`config.mk`:
```
export PLATFORM = sky130hd
export DESIGN_NAME = opdec_array
export DESIGN_NICKNAME = d
export VERILOG_FILES = /design/src/rtl/opdec_pkg.sv /design/src/rtl/opdec_step_seq.sv /design/src/rtl/opdec_and_plane.sv /design/src/rtl/opdec_or_plane.sv /design/src/rtl/opdec_array.sv
export SDC_FILE = /design/constraint.sdc
export NUM_CORES = 1
export LEC_CHECK = 0
export CAP_MARGIN = 20
export CORE_MARGIN = 8
export CORE_UTILIZATION = 40
export DETAILED_ROUTE_END_ITERATION = 7
export GPL_TIMING_DRIVEN = 0
export HOLD_SLACK_MARGIN = 0.06
export PLACE_DENSITY = 0.84
export SYNTH_ARGS = -nofsm -noshare
export SYNTH_HDL_FRONTEND = slang
export SYNTH_SLANG_ARGS = --single-unit
```
`constraint.sdc`:
```
create_clock -name clk -period 2.8 [get_ports clk]
set_input_delay 0.56 -clock clk [delete_from_list [all_inputs] [get_ports clk]]
set_output_delay 0.56 -clock clk [all_outputs]
set_load 0.02 [all_outputs]
```
`src/rtl/opdec_pkg.sv`:
```
package opdec_pkg;

    localparam int IR_W   = 8;
    localparam int NSTEP  = 6;
    localparam int NTERM  = 22;
    localparam int NLINE  = 19;
    localparam int LINE_W = $clog2(NLINE);

    typedef enum logic [2:0] {
        STEP0, STEP1, STEP2, STEP3, STEP4, STEP5, STEP_ANY
    } step_sel_e;

    typedef enum logic {
        ROLE_DRIVE,
        ROLE_INHIBIT
    } term_role_e;

    typedef struct packed {
        logic [IR_W-1:0]   care;
        logic [IR_W-1:0]   val;
        step_sel_e         step;
        term_role_e        role;
        logic [LINE_W-1:0] dst;
    } term_t;

    // decode line indices
    localparam int L_PUSH_T0   = 0;
    localparam int L_PULL_T3   = 1;
    localparam int L_INDY_T2   = 2;
    localparam int L_INDY_T3   = 3;
    localparam int L_INDY_T4   = 4;
    localparam int L_INDY_T5   = 5;
    localparam int L_BRK_T2    = 6;
    localparam int L_BRK_T4    = 7;
    localparam int L_BRK_T5    = 8;
    localparam int L_CALL_T0   = 9;
    localparam int L_CALL_T2   = 10;
    localparam int L_CALL_T3   = 11;
    localparam int L_CALL_T5   = 12;
    localparam int L_ADDSUB_T0 = 13;
    localparam int L_ALU_T1    = 14;
    localparam int L_RANGE_80  = 15;
    localparam int L_RANGE_B6  = 16;
    localparam int L_RANGE_LO  = 17;
    localparam int L_FLAG      = 18;

    function automatic term_t mk_term(input logic [IR_W-1:0] care,
                                      input logic [IR_W-1:0] val,
                                      input step_sel_e step,
                                      input term_role_e role,
                                      input int dst);
        term_t t;
        t.care = care;
        t.val  = val;
        t.step = step;
        t.role = role;
        t.dst  = LINE_W'(dst);
        return t;
    endfunction

    // product-term table: care mask, value, step, role, target line
    function automatic term_t term_at(input int idx);
        term_t t;
        case (idx)
            0:  t = mk_term(8'hBF, 8'h08, STEP0,    ROLE_DRIVE,   L_PUSH_T0);
            1:  t = mk_term(8'hBF, 8'h28, STEP3,    ROLE_DRIVE,   L_PULL_T3);
            2:  t = mk_term(8'h1D, 8'h11, STEP2,    ROLE_DRIVE,   L_INDY_T2);
            3:  t = mk_term(8'h1D, 8'h11, STEP3,    ROLE_DRIVE,   L_INDY_T3);
            4:  t = mk_term(8'h1D, 8'h11, STEP4,    ROLE_DRIVE,   L_INDY_T4);
            5:  t = mk_term(8'h1D, 8'h11, STEP5,    ROLE_DRIVE,   L_INDY_T5);
            6:  t = mk_term(8'hFF, 8'h00, STEP2,    ROLE_DRIVE,   L_BRK_T2);
            7:  t = mk_term(8'hFF, 8'h00, STEP4,    ROLE_DRIVE,   L_BRK_T4);
            8:  t = mk_term(8'hFF, 8'h00, STEP5,    ROLE_DRIVE,   L_BRK_T5);
            9:  t = mk_term(8'hFF, 8'h20, STEP0,    ROLE_DRIVE,   L_CALL_T0);
            10: t = mk_term(8'hFF, 8'h20, STEP2,    ROLE_DRIVE,   L_CALL_T2);
            11: t = mk_term(8'hFF, 8'h20, STEP3,    ROLE_DRIVE,   L_CALL_T3);
            12: t = mk_term(8'hFF, 8'h20, STEP5,    ROLE_DRIVE,   L_CALL_T5);
            13: t = mk_term(8'h61, 8'h61, STEP0,    ROLE_DRIVE,   L_ADDSUB_T0);
            14: t = mk_term(8'h61, 8'h61, STEP1,    ROLE_DRIVE,   L_ALU_T1);
            15: t = mk_term(8'h81, 8'h01, STEP1,    ROLE_DRIVE,   L_ALU_T1);
            16: t = mk_term(8'h9E, 8'h0A, STEP1,    ROLE_DRIVE,   L_ALU_T1);
            17: t = mk_term(8'hE0, 8'h80, STEP_ANY, ROLE_DRIVE,   L_RANGE_80);
            18: t = mk_term(8'h40, 8'h00, STEP_ANY, ROLE_DRIVE,   L_RANGE_B6);
            19: t = mk_term(8'h80, 8'h00, STEP_ANY, ROLE_DRIVE,   L_RANGE_LO);
            20: t = mk_term(8'h0D, 8'h08, STEP_ANY, ROLE_DRIVE,   L_FLAG);
            21: t = mk_term(8'h9F, 8'h08, STEP_ANY, ROLE_INHIBIT, L_FLAG);
            default: t = mk_term(8'h00, 8'h00, STEP_ANY, ROLE_INHIBIT, 0);
        endcase
        return t;
    endfunction

    // which terms feed a given line, by role
    function automatic logic [NTERM-1:0] term_mask(input int line, input term_role_e role);
        logic [NTERM-1:0] m;
        term_t t;
        m = '0;
        for (int i = 0; i < NTERM; i++) begin
            t = term_at(i);
            if (t.role == role && int'(t.dst) == line) begin
                m[i] = 1'b1;
            end
        end
        return m;
    endfunction

endpackage

```
`src/rtl/opdec_step_seq.sv`:
```
module opdec_step_seq
    import opdec_pkg::*;
(
    input  logic             clk,
    input  logic             rst,
    input  logic             eoi,
    output logic [NSTEP-1:0] tstep
);

    localparam logic [NSTEP-1:0] FIRST_STEP = NSTEP'(1);

    always_ff @(posedge clk) begin
        if (rst || eoi) begin
            tstep <= FIRST_STEP;
        end else begin
            tstep <= {tstep[NSTEP-2:0], tstep[NSTEP-1]};
        end
    end

endmodule

```
`src/rtl/opdec_and_plane.sv`:
```
module opdec_and_plane
    import opdec_pkg::*;
(
    input  logic [IR_W-1:0]  ir,
    input  logic [NSTEP-1:0] tstep,
    output logic [NTERM-1:0] hit
);

    for (genvar g = 0; g < NTERM; g++) begin : g_term
        localparam term_t TD = term_at(g);
        logic op_ok;
        assign op_ok = ((ir ^ TD.val) & TD.care) == '0;
        if (TD.step == STEP_ANY) begin : g_free
            assign hit[g] = op_ok;
        end else begin : g_timed
            assign hit[g] = op_ok & tstep[int'(TD.step)];
        end
    end

endmodule

```
`src/rtl/opdec_or_plane.sv`:
```
module opdec_or_plane
    import opdec_pkg::*;
(
    input  logic [NTERM-1:0] hit,
    output logic [NLINE-1:0] lines
);

    for (genvar l = 0; l < NLINE; l++) begin : g_line
        localparam logic [NTERM-1:0] DRV_M = term_mask(l, ROLE_DRIVE);
        localparam logic [NTERM-1:0] INH_M = term_mask(l, ROLE_INHIBIT);
        assign lines[l] = (|(hit & DRV_M)) & ~(|(hit & INH_M));
    end

endmodule

```
`src/rtl/opdec_array.sv`:
```
module opdec_array
    import opdec_pkg::*;
(
    input  logic             clk,
    input  logic             rst,
    input  logic [IR_W-1:0]  ir_d,
    input  logic             ir_we,
    input  logic             eoi,
    output logic [NSTEP-1:0] tstep,
    output logic [NLINE-1:0] lines
);

    logic [IR_W-1:0]  ir_q;
    logic [NTERM-1:0] hit;

    always_ff @(posedge clk) begin
        if (rst) begin
            ir_q <= '0;
        end else if (ir_we) begin
            ir_q <= ir_d;
        end
    end

    opdec_step_seq u_seq (
        .clk   (clk),
        .rst   (rst),
        .eoi   (eoi),
        .tstep (tstep)
    );

    opdec_and_plane u_and (
        .ir    (ir_q),
        .tstep (tstep),
        .hit   (hit)
    );

    opdec_or_plane u_or (
        .hit   (hit),
        .lines (lines)
    );

endmodule

```
==> impl_metrics.json <==
{
  "end_kind": "output port",
  "status": "finished clean",
  "core.rowCount": 15,
  "hp-start": "u_seq.tstep[4]",
  "drv_slew": 0,
  "cts-root-buf": "clkbuf_4",
  "worst_pin_slew_ns": 0.435,
  "via_count": 653,
  "area_growth_syn_to_layout_pct": 63.7,
  "hold_class": "flip-flop to flip-flop",
  "start_util": 0.408,
  "overflow": 0,
  "fin_area_um2": 1120,
  "post_cts_buffers": 0,
  "dieArea_um2": 3280,
  "rr_worst_depth": 2,
  "port-buffer-count": 35,
  "track_usage": 0.124,
  "grt_pass1_vias": 673,
  "drc": 0,
  "avgSynthCellArea_um2": 8.86,
  "ys_seq_area_frac": 0.411,
  "finalSetupViolCount": 0,
  "power_density_nw_per_um2": 401,
  "ys_warn_count": 0,
  "cts.sink_count": 14,
  "hold_violations": 0,
  "syn-num-nets": 89,
  "grt_pass1_wl_um": 3190,
  "drt-total-wl_um": 1940,
  "r2r_end": "ir_q[5]",
  "max_stage_delay_ns": 0.64,
  "wl_per_cell_um": 14.6,
  "critPathSlowestCell": "clkdlybuf4s50_1",
  "gp_congestion": 0.709,
  "clk-insertion-delay-late_ns": 0.28,
  "cts-hold-fix-buffers": 0,
  "maxSlewHeadroom": 0.710,
  "synthesis.area_um2": 682,
  "drv_cap": 0,
  "skew_ns": 0.00437,
  "timing.setup.tns_ns": 0,
  "antenna_found_initial": 0,
  "synth_cell_types": 21,
  "nets": 129,
  "crit_required_ns": 2.24,
  "cts_tree": "built",
  "r2r_setup_slack_ns": 2.01,
  "htree_levels": 1,
  "min_period_over_period": 0.968,
  "numCtsBuffers": 3,
  "ioPinCount": 37,
  "place_area_um2": 1050,
  "arrival_ns": 2.15,
  "min_to": "u_seq.tstep[5]",
  "peakVddDrop_v": 0.000354,
  "path_max_fanout": 9,
  "clk_pin_slew_ns": 0.08,
  "max_freq_mhz": 369,
  "rsz0062_at_grt": "no",
  "cts_buffer_depth": 2,
  "p_leak_nw": 0.565,
  "fin_crit_ns": 2.71,
  "drt_iter0_markers": 11,
  "dr.pass1.iters": 4,
  "synth_cells": 77,
  "detail-route-antenna-nets": 0,
  "reg2reg_from": "ir_q[5]",
  "dp_hpwl_um": 1530,
  "layout-drive-gt1-share": 0.103,
  "synth_seq_cells": 14,
  "hold_depth": 2,
  "worstSetupStartpointType": "flip-flop",
  "dieWidth_um": 57.3,
  "crit_type": "flip-flop to output port",
  "core_area_um2": 1670,
  "path_cells": "or4_1, buf_6, nor3_1, clkdlybuf4s50_1",
  "diodes": 0,
  "fp.dieH_um": 57.3,
  "vias_per_cell": 4.91,
  "grt_max_degree": 11
}
layout by cell type, fill, tap and decap left out:
cell             instances
and4_1                   1
clkdlybuf4s50_1         27
nor4_4                   1
or4_1                    2
or4b_1                   1
buf_4                    3
mux2i_1                  8
a21boi_0                 1
clkbuf_8                 1
dfxtp_1                 14
nor2_1                   9
inv_1                    7
nand4bb_1                1
nand2b_1                 1
nor3_1                  14
buf_1                    1
buf_6                    1
nand2_1                  3
buf_2                    1
nor4bb_2                 1
nor3_2                   1
and2_1                   5
clkbuf_4                 3
dlymetal6s2s_1           8
o22ai_1                  1
worst max-delay path, delay by kind of cell, from the launching register on:
| family | cells | cell delay [ns] |
|---|---|---|
| DFF | 1 | 0.35 |
| and+or+nand+nor | 2 | 0.71 |
| buffers and inverters | 2 | 0.80 |
cell usage after synthesis, drive strengths merged:
master	instances	area [µm²]
a21boi	1	7.51
and2	5	31.3
and4	1	8.76
buf	6	42.5
dfxtp	14	280
inv	7	26.3
mux2i	8	80.1
nand2	3	11.3
nand2b	1	6.26
nand4bb	1	11.3
nor2	9	33.8
nor3	15	80.1
nor4	1	21.3
nor4bb	1	10.0
o22ai	1	6.26
or4	2	15.0
or4b	1	10.0
cell families (layout without fill, tap and decap cells):
kind of cell | Yosys count | count (layout) | synth area share
AND/OR/NAND/NOR | 40 | 40 | 0.350
flip-flops | 14 | 14 | 0.411
AO/OA/AOI/OAI | 2 | 2 | 0.0202
multiplexers | 8 | 8 | 0.117
buffers and inverters | 13 | 52 | 0.101
stage by stage:
step	hold slack (ns)	cells	total power, mW	setup slack, ns	utilization
3_5_place_dp	0.483	129	0.308	0.370	0.631
4_1_cts	0.497	133	0.454	0.0475	0.652
3_3_place_gp	0.472	129	0.305	0.387	0.631
5_1_grt	0.531	133	0.471	0.00360	0.668
2_1_floorplan	0.500	77	0.270	0.742	-
6_report	0.492	133	0.448	0.0909	0.668
per-layer routing:
metal	up-vias	routed length [µm]	share of wire	GRT usage
li1	336	-	-	-
met1	288	828	0.43	0.149
met2	25	925	0.48	0.182
met3	4	162	0.084	0.0605
met4	0	23	0.012	0.0536
met5	-	0	0	0
cell type report:
type | count | area (µm²)
Fill cell | 138 | 554
Timing Repair Buffer | 35 | 370
Multi-Input combinational cell | 50 | 339
Sequential cell | 14 | 280
Buffer | 6 | 42.5
Clock buffer | 4 | 36.3
Inverter | 7 | 26.3
Tap cell | 17 | 21.3
worst max-delay path by stage:
stage / start / slack (ns) / cells past startpoint / to
floorplan: ir_q[7] / 0.74 / 3 / lines[10]
global placement: ir_q[7] / 0.39 / 4 / lines[0]
detailed placement: ir_q[7] / 0.37 / 4 / lines[0]
CTS: ir_q[7] / 0.05 / 4 / lines[0]
global route: ir_q[7] / 0.004 / 4 / lines[12]
finish: ir_q[7] / 0.09 / 4 / lines[12]
power by group:
part           switching, mW  total, mW  internal [mW]
Clock                 0.0649      0.144         0.0792
Sequential            0.0114      0.219          0.208
Combinational         0.0396     0.0844         0.0448
Total                  0.116      0.448          0.332
registers in the layout (all words and copies together) (netlist names):
signal / count
ir_q: 8
u_seq.tstep: 6
what timing repair did:
| item | CTS | global route |
|---|---|---|
| endpoints found under the hold margin | 0 | 0 |
| gates resized for setup | 0 | 9 |
| endpoints found under the setup margin | 0 | 12 |
(Power assumes the default switching activity.)
